==> config.mk <==
export PLATFORM = sky130hd
export DESIGN_NAME = fp_status_ctrl
export DESIGN_NICKNAME = d
export VERILOG_FILES = /design/src/rtl/fpsr_pkg.sv /design/src/rtl/fpsr_next.sv /design/src/rtl/fpsr_pack.sv /design/src/rtl/fpsr_denorm_flush.sv /design/src/rtl/fp_status_ctrl.sv
export SDC_FILE = /design/constraint.sdc
export NUM_CORES = 1
export LEC_CHECK = 0
export CAP_MARGIN = 20
export CORE_ASPECT_RATIO = 1.75
export CORE_UTILIZATION = 34
export CTS_BUF_LIST = sky130_fd_sc_hd__clkbuf_4
export DETAILED_ROUTE_END_ITERATION = 7
export PLACE_DENSITY = 0.88
export SYNTH_ARGS = -nofsm -noshare
export SYNTH_HDL_FRONTEND = slang
export SYNTH_HIERARCHICAL = 1
export SYNTH_SLANG_ARGS = --single-unit
==> constraint.sdc <==
create_clock -name clk -period 1.6 [get_ports clk]
set_input_delay 0.32 -clock clk [delete_from_list [all_inputs] [get_ports clk]]
set_output_delay 0.32 -clock clk [all_outputs]
set_load 0.02 [all_outputs]
==> src/rtl/fpsr_pkg.sv <==
package fpsr_pkg;
    localparam int REG_W     = 32;
    localparam int EXC_N     = 5;
    localparam int CAUSE_N   = EXC_N + 1;
    localparam int RM_W      = 2;
    localparam int RM_LSB    = 0;
    localparam int CAUSE_LSB = 2;
    localparam int FLUSH_BIT = 8;
    localparam int EN_LSB    = 10;
    localparam int FLAG_LSB  = 26;
    localparam int SUM_BIT   = 31;
    // Exceptions that feed the summary bit (all but inexact)
    localparam int SUM_N     = 4;

    typedef struct packed {
        logic [RM_W-1:0]    rmode;
        logic               flush;
        logic [EXC_N-1:0]   en;
        logic [CAUSE_N-1:0] cause;
        logic [EXC_N-1:0]   flag;
        logic               trap;
    } fpsr_state_t;
endpackage

==> src/rtl/fpsr_next.sv <==
module fpsr_next
    import fpsr_pkg::*;
(
    input  fpsr_state_t            st_q,
    input  logic                   sw_we,
    input  logic [REG_W-1:0]       sw_wdata,
    input  logic                   op_valid,
    input  logic [EXC_N-1:0]       op_exc,
    input  logic                   op_unimpl,
    output fpsr_state_t            st_d
);
    logic [EXC_N-1:0] hw_set;
    logic [EXC_N-1:0] sw_flag;

    // Per-exception: set the sticky flag only while the exception is masked
    genvar gi;
    generate
        for (gi = 0; gi < EXC_N; gi++) begin : g_exc
            assign hw_set[gi]  = op_valid & op_exc[gi] & ~st_q.en[gi];
            assign sw_flag[gi] = sw_we ? sw_wdata[FLAG_LSB + gi] : st_q.flag[gi];
        end
    endgenerate

    always_comb begin
        st_d = st_q;

        if (sw_we) begin
            st_d.rmode = sw_wdata[RM_LSB +: RM_W];
            st_d.flush = sw_wdata[FLUSH_BIT];
            st_d.en    = sw_wdata[EN_LSB +: EXC_N];
        end

        // Cause: hardware load wins, otherwise write-0-to-clear
        if (op_valid) begin
            st_d.cause = {op_unimpl, op_exc};
        end else if (sw_we) begin
            st_d.cause = st_q.cause & sw_wdata[CAUSE_LSB +: CAUSE_N];
        end

        // Sticky flags: hardware set dominates a software clear
        st_d.flag = sw_flag | hw_set;

        st_d.trap = op_valid & ((|(op_exc & st_q.en)) | op_unimpl);
    end
endmodule

==> src/rtl/fpsr_pack.sv <==
module fpsr_pack
    import fpsr_pkg::*;
(
    input  fpsr_state_t      st,
    output logic [REG_W-1:0] word
);
    always_comb begin
        word = '0;
        word[RM_LSB +: RM_W]       = st.rmode;
        word[CAUSE_LSB +: CAUSE_N] = st.cause;
        word[FLUSH_BIT]            = st.flush;
        word[EN_LSB +: EXC_N]      = st.en;
        word[FLAG_LSB +: EXC_N]    = st.flag;
        word[SUM_BIT]              = |st.flag[SUM_N-1:0];
    end
endmodule

==> src/rtl/fpsr_denorm_flush.sv <==
module fpsr_denorm_flush #(
    parameter int FP_W  = 32,
    parameter int EXP_W = 8
) (
    input  logic            enable,
    input  logic [FP_W-1:0] val_in,
    output logic [FP_W-1:0] val_out
);
    localparam int FRAC_W = FP_W - EXP_W - 1;

    logic sign;
    logic exp_zero;
    logic frac_nz;

    assign sign     = val_in[FP_W-1];
    assign exp_zero = (val_in[FP_W-2 -: EXP_W] == '0);
    assign frac_nz  = (val_in[FRAC_W-1:0] != '0);

    always_comb begin
        val_out = val_in;
        if (enable && exp_zero && frac_nz) begin
            val_out = '0;
            val_out[FP_W-1] = sign;
        end
    end
endmodule

==> src/rtl/fp_status_ctrl.sv <==
module fp_status_ctrl
    import fpsr_pkg::*;
#(
    parameter int FP_W  = 32,
    parameter int EXP_W = 8
) (
    input  logic                clk,
    input  logic                rst_n,
    input  logic                sw_we,
    input  logic [REG_W-1:0]    sw_wdata,
    output logic [REG_W-1:0]    sw_rdata,
    input  logic                op_valid,
    input  logic [EXC_N-1:0]    op_exc,
    input  logic                op_unimpl,
    output logic [RM_W-1:0]     round_mode,
    output logic                flush_en,
    input  logic [FP_W-1:0]     flush_in,
    output logic [FP_W-1:0]     flush_out,
    output logic                trap_req
);
    fpsr_state_t st_d, st_q;

    fpsr_next u_next (
        .st_q      (st_q),
        .sw_we     (sw_we),
        .sw_wdata  (sw_wdata),
        .op_valid  (op_valid),
        .op_exc    (op_exc),
        .op_unimpl (op_unimpl),
        .st_d      (st_d)
    );

    always_ff @(posedge clk) begin
        if (!rst_n) st_q <= '0;
        else        st_q <= st_d;
    end

    fpsr_pack u_pack (
        .st   (st_q),
        .word (sw_rdata)
    );

    fpsr_denorm_flush #(.FP_W(FP_W), .EXP_W(EXP_W)) u_flush (
        .enable  (st_q.flush),
        .val_in  (flush_in),
        .val_out (flush_out)
    );

    assign round_mode = st_q.rmode;
    assign flush_en   = st_q.flush;
    assign trap_req   = st_q.trap;
endmodule

==> flow_metrics.py, run 1 <==
metrics = {
    "run_status": {
        "status": "finished, violations left",
        "violations": "negative setup slack",
    },
    "die": {
        "placement_rows": 32,
        "chipWidth_um": 52.94,
        "die_area_um2": 4825,
        "core_um2": 4364,
        "initial_utilization": 0.3538,
        "fp.dieH_um": 91.15,
        "ios": 142,
    },
    "timing": {
        "slew-limit-headroom": 0.6435,
        "hold_viol": 0,
        "fin_ws_ns": -0.2169,
        "finalClockSkew_ns": 0.0008899,
        "rsz0062_at_grt": "true",
        "worst_pin_slew_ns": 0.5331,
        "period_needed_ns": 1.817,
        "min_period_over_period": 1.136,
        "max_freq_mhz": 550.4,
        "finalSetupViolCount": 24,
        "hold_ws_ns": 0.6085,
        "drv_slew": 0,
    },
    "synth": {
        "synth_area_um2": 1544,
        "ys_types": 26,
        "syn_inst": 191,
        "yosys_warnings": 6,
        "yosysSeqAreaShare": 0.2593,
        "postSynthAreaPerCell_um2": 8.084,
        "synth_seq_cells": 20,
    },
    "route": {
        "first_pass_iters": 4,
        "route.detailed.drc": 0,
        "drtAntennaViolNets": 0,
        "wl_um": 4486,
        "wl_per_cell_um": 13.08,
        "initialDrtViolationCount": 6,
        "via_count": 1564,
        "viasPerCell": 4.560,
    },
    "clock_network": {
        "cts_sinks": 20,
        "cts_buffer_depth": 2,
        "htree_levels": 1,
        "cts_tree": "yes",
        "cts_root_buf": "clkbuf_4",
        "clk_pin_slew_ns": 0.10,
        "cts.hold.buffers_added": 0,
        "numCtsBuffers": 3,
        "clock_latency_ns": 0.29,
    },
    "critical_path": {
        "cp_slowest_stage_delay_ns": 0.34,
        "worstSetupPathType": "input pin to primary output",
        "start_kind": "input pin",
        "required_ns": 1.28,
        "cp.arrival_ns": 1.50,
        "critPathMostFrequentCell": "buf_4",
        "r2r_slack_ns": 0.59,
        "cp_cell_sequence": "clkdlybuf4s15_1 > nor4b_4 > buf_4 > clkbuf_16 > buf_6 > a31oi_1 > buf_4",
        "critPathSlowestCell": "nor4b_4",
        "crit_path_max_fanout": 5,
        "crit_path_end_kind": "primary output",
    },
    "pwr": {
        "p_comb_frac": 0.436,
        "p_leak_nw": 1.375,
        "p_int_mw": 0.9410,
        "finalPower_mw": 1.387,
        "p_switching_mw": 0.4458,
        "vdd_drop_max_v": 0.0003216,
        "clkPwrFrac": 0.167,
        "p_per_area_nw_per_um2": 531.6,
        "seq_power_share": 0.397,
        "netSwitchingFraction": 0.3215,
    },
    "global_route": {
        "grt_usage": 0.1813,
        "grt-ovfl-total": 0,
        "grt_pass1_vias": 1570,
        "grt_pass1_wl_um": 6651,
        "grt_max_degree": 21,
        "antenna_found_initial": 0,
    },
    "layout": {
        "diodes": 0,
        "final_common_cell": "clkdlybuf4s50_1",
        "area_delta_synth_final_pct": 68.96,
        "post-route-util": 0.5978,
        "post_route_cells_drive_above_1_share": 0.2808,
        "nets": 368,
        "mostFrequentLayoutCells": "clkdlybuf4s50_1 (56), buf_4 (25), inv_1 (25), dlygate4sd2_1 (22), a31oi_1 (21)",
        "design_area_um2": 2609,
    },
    "place": {
        "dp_hpwl_um": 3226,
        "globalplace.congestion": 0.8021,
        "placed_cell_area_um2": 2532,
        "port-buffer-count": 114,
    },
    "worst_hold_path": {
        "holdCritPathClass": "register to register",
    },
    "job": {
        "maxCapViolCount": 0,
    },
}
[per-stage QoR]
| stage | worst slack (ns) | TNS [ns] | instances |
|---|---|---|---|
| 2_1_floorplan | 0.1011 | 0 | 202 |
| 4_1_cts | -0.3003 | -4.260 | 343 |
| 3_3_place_gp | -1.222 | -29.19 | 326 |
| 5_1_grt | -0.2859 | -4.802 | 343 |
| 6_report | -0.2169 | -2.971 | 343 |
| 3_5_place_dp | -0.9268 | -21.47 | 327 |
[repair_timing]
action	4_1_cts	5_1_grt
endpoints found under the setup margin	48	30
resized for setup	155	27
pin swaps	3	7
setup buffers	10	1
gates cloned	3	1
[critical path: cells and delay by family]
family,cells,cell delay [ns]
compound gates,1,0.06
simple gates,1,0.34
buf+inv,5,0.78
[registers in the layout, indices dropped and copies added (netlist names)]
name        cells
st_q           16
round_mode      2
flush_en        1
trap_req        1
[Yosys cell counts, drive strengths merged]
| library cell | n | area share |
|---|---|---|
| and2 | 20 | 0.090 |
| mux2i | 5 | 0.032 |
| clkbuf | 10 | 0.024 |
| nor2 | 1 | 0.0024 |
| mux2 | 8 | 0.070 |
| a22oi | 2 | 0.0097 |
| o21ai | 10 | 0.032 |
| nand2b | 5 | 0.020 |
| o31ai | 1 | 0.0049 |
| nor4b | 1 | 0.015 |
| buf | 43 | 0.22 |
| or4 | 1 | 0.0049 |
| nand2 | 6 | 0.015 |
| inv | 25 | 0.061 |
| nor3 | 1 | 0.0065 |
| a31oi | 24 | 0.097 |
| dfxtp | 20 | 0.26 |
| nor2b | 6 | 0.024 |
| conb | 1 | 0.0024 |
| a21oi | 1 | 0.0032 |
[power groups by stage]
stage	clock network, mW	registers [mW]	logic (mW)
after global placement	0	0.561	0.618
after global routing	0.265	0.555	0.647
after CTS	0.249	0.551	0.596
final	0.232	0.550	0.605
after floorplan	0	0.561	0.357
after detailed placement	0	0.562	0.628
[routing by layer]
| layer | vias up | GRT usage | share of wire | wire [µm] |
|---|---|---|---|---|
| met3 | 4 | 0.03518 | 0.098 | 440 |
| met4 | 0 | 0.05482 | 0.0080 | 36 |
| li1 | 772 | - | - | - |
| met1 | 691 | 0.1824 | 0.35 | 1590 |
| met5 | - | 0 | 0 | 0 |
| met2 | 97 | 0.3481 | 0.54 | 2418 |
[cell families (layout without fill, tap and decap cells)]
| logic type | after synthesis | count (layout) | share of synthesized area |
|---|---|---|---|
| buf+inv | 78 | 168 | 0.3096 |
| simple gates | 41 | 41 | 0.1783 |
| compound gates | 38 | 38 | 0.1475 |
| flops | 20 | 20 | 0.2593 |
| mux | 13 | 13 | 0.1029 |
| other cells | 1 | 12 | 0.002429 |
[path summary, 6_finish.rpt]
check,startpoint,end,cells past startpoint
worst max-delay path,flush_in[29],flush_out[19],7
worst min-delay path,st_q[9]$_SDFF_PN0_,st_q[9]$_SDFF_PN0_,3
worst max register to register,flush_en$_SDFF_PN0_,flush_en$_SDFF_PN0_,3
worst min register to register,st_q[9]$_SDFF_PN0_,st_q[9]$_SDFF_PN0_,3
[final cells by class]
class	count	area [µm²]
Timing Repair Buffer	140	1274
Inverter	25	93.84
Fill cell	370	1755
Sequential cell	20	402.9
Tap cell	51	63.81
Multi-Input combinational cell	104	752.0
Clock buffer	3	22.52
No activity file was read; power rests on OpenSTA's default activity.
==> run 2: changes to the inputs <==
--- a/config.mk
+++ b/config.mk
@@ -11,6 +11,7 @@
 export CTS_BUF_LIST = sky130_fd_sc_hd__clkbuf_4
 export DETAILED_ROUTE_END_ITERATION = 7
 export PLACE_DENSITY = 0.88
+export REMOVE_ABC_BUFFERS = 1
 export SYNTH_ARGS = -nofsm -noshare
 export SYNTH_HDL_FRONTEND = slang
 export SYNTH_HIERARCHICAL = 1
==> flow_metrics.py, run 2 (synthesized netlist as in run 1, its figures left out) <==
metrics = {
    "run_status": {
        "status": "finished, violations left",
        "violations": "negative setup slack",
    },
    "clock_network": {
        "cts_root_buf": "clkbuf_4",
        "numCtsBuffers": 3,
        "cts_tree": "yes",
        "clk_pin_slew_ns": 0.10,
        "cts_buffer_depth": 2,
        "htree_levels": 1,
        "cts.hold.buffers_added": 0,
        "clock_latency_ns": 0.30,
        "cts_sinks": 20,
    },
    "pwr": {
        "p_switching_mw": 0.4788,
        "p_comb_frac": 0.460,
        "vdd_drop_max_v": 0.0004991,
        "p_leak_nw": 1.458,
        "p_int_mw": 0.9770,
        "seq_power_share": 0.379,
        "netSwitchingFraction": 0.3289,
        "p_per_area_nw_per_um2": 503.7,
        "clkPwrFrac": 0.161,
    },
    "critical_path": {
        "worstSetupPathType": "input pin to primary output",
        "crit_path_end_kind": "primary output",
        "start_kind": "input pin",
        "cp.arrival_ns": 1.53,
        "crit_path_max_fanout": 3,
        "required_ns": 1.28,
    },
    "route": {
        "route.detailed.drc": 0,
        "wl_um": 5093,
        "via_count": 1605,
        "drtAntennaViolNets": 0,
        "initialDrtViolationCount": 8,
        "first_pass_iters": 3,
        "viasPerCell": 4.707,
        "wl_per_cell_um": 14.94,
    },
    "layout": {
        "final_common_cell": "clkdlybuf4s50_1",
        "area_delta_synth_final_pct": 87.20,
        "regMostFlops": "st_q",
        "design_area_um2": 2890,
        "diodes": 0,
        "num-fill-cells": 326,
        "post_route_cells_drive_above_1_share": 0.3034,
        "mostFrequentLayoutCells": "clkdlybuf4s50_1 (59), inv_1 (25), dlygate4sd2_1 (18), dfxtp_1 (18)",
        "largest_register_ffs": 16,
        "nets": 366,
    },
    "timing": {
        "fin_ws_ns": -0.2536,
        "hold_viol": 0,
        "period_needed_ns": 1.854,
        "finalSetupViolCount": 24,
        "drv_slew": 0,
        "min_period_over_period": 1.158,
        "rsz0062_at_grt": "true",
        "finalClockSkew_ns": 0.01122,
        "hold_ws_ns": 0.6079,
        "fin_setup_tns_ns": -4.692,
        "max_freq_mhz": 539.5,
    },
    "die": {
        "chipWidth_um": 52.94,
        "placement_rows": 32,
        "fp.dieH_um": 91.15,
        "die_area_um2": 4825,
        "initial_utilization": 0.3538,
        "ios": 142,
        "core_um2": 4364,
    },
    "global_route": {
        "grt_pass1_vias": 1717,
        "grt_usage": 0.2014,
        "grt_max_degree": 21,
        "antenna_found_initial": 0,
        "grt.busiest_layer": "met2",
        "grt_use_met1": 0.1799,
        "globalRouteMet3Util": 0.02680,
        "grt_use_met2": 0.4177,
        "grt_pass1_wl_um": 7396,
        "grt-ovfl-total": 0,
    },
    "place": {
        "placed_cell_area_um2": 2534,
        "port-buffer-count": 114,
        "globalplace.congestion": 0.7291,
        "dp_hpwl_um": 3274,
        "post-place-ws_ns": -0.7102,
    },
    "job": {
        "maxCapViolCount": 0,
    },
    "worst_hold_path": {
        "holdCritPathClass": "register to register",
    },
}
-- run 2: changes by cell type in the layout (fill, tap and decap cells not counted), sizes merged --
cell	previous run	this run
dlygate4sd2	22	18
dlymetal6s2s	8	11
clkbuf	6	3
clkdlybuf4s50	56	59
clkdlybuf4s15	3	2
-- run 2: metrics by stage --
stage	power [mW]	cells	util
floorplan	0.7963	149	-
global placement	1.180	326	0.5806
detailed placement	1.190	326	0.5806
CTS	1.417	341	0.6204
global route	1.519	341	0.6623
finish	1.456	341	0.6623
-- run 2: cell type report --
| type | instances | area, µm² | share of cell area |
|---|---|---|---|
| Tap cell | 51 | 63.81 | 0.02208 |
| Timing Repair Buffer | 138 | 1420 | 0.4913 |
| Inverter | 25 | 93.84 | 0.03247 |
| Clock buffer | 3 | 22.52 | 0.007792 |
| Sequential cell | 20 | 402.9 | 0.1394 |
| Multi-Input combinational cell | 104 | 887.1 | 0.3069 |
-- run 2: metal layers --
metal | vias up | part of all wire
li1 | 770 | -
met1 | 735 | 0.34
met2 | 98 | 0.57
met3 | 2 | 0.086
met4 | 0 | 0.0049
met5 | - | 0
-- run 2: worst max-delay path, cell delays in order --
cell and delay (ns):
clkdlybuf4s15_1 0.22, nor4b_4 0.36, buf_6 0.19, buf_16 0.12, buf_12 0.10, a31oi_1 0.06, buf_4 0.16
-- run 2: repair_timing --
action / in CTS / in global routing
cloned: 4 / 0
setup buffers: 8 / 2
gates resized for setup: 175 / 40
pin swaps: 18 / 5
endpoints found under the setup margin: 43 / 35
-- run 2: final timing paths --
kind,start,endpoint,slack [ns],depth (start not counted)
setup reg to reg,flush_en$_SDFF_PN0_,flush_en$_SDFF_PN0_,0.49,4
hold / removal,st_q[9]$_SDFF_PN0_,st_q[9]$_SDFF_PN0_,0.61,3
setup / recovery,flush_in[28],flush_out[20],-0.25,7
hold reg to reg,st_q[9]$_SDFF_PN0_,st_q[9]$_SDFF_PN0_,0.61,3
-- run 2: power by group through the flow --
stage	registers, mW	logic (mW)	clock network [mW]
3_5_place_dp	0.563	0.628	0
4_1_cts	0.552	0.628	0.238
5_1_grt	0.555	0.712	0.251
3_3_place_gp	0.560	0.620	0
6_report	0.552	0.670	0.234
2_1_floorplan	0.605	0.191	0
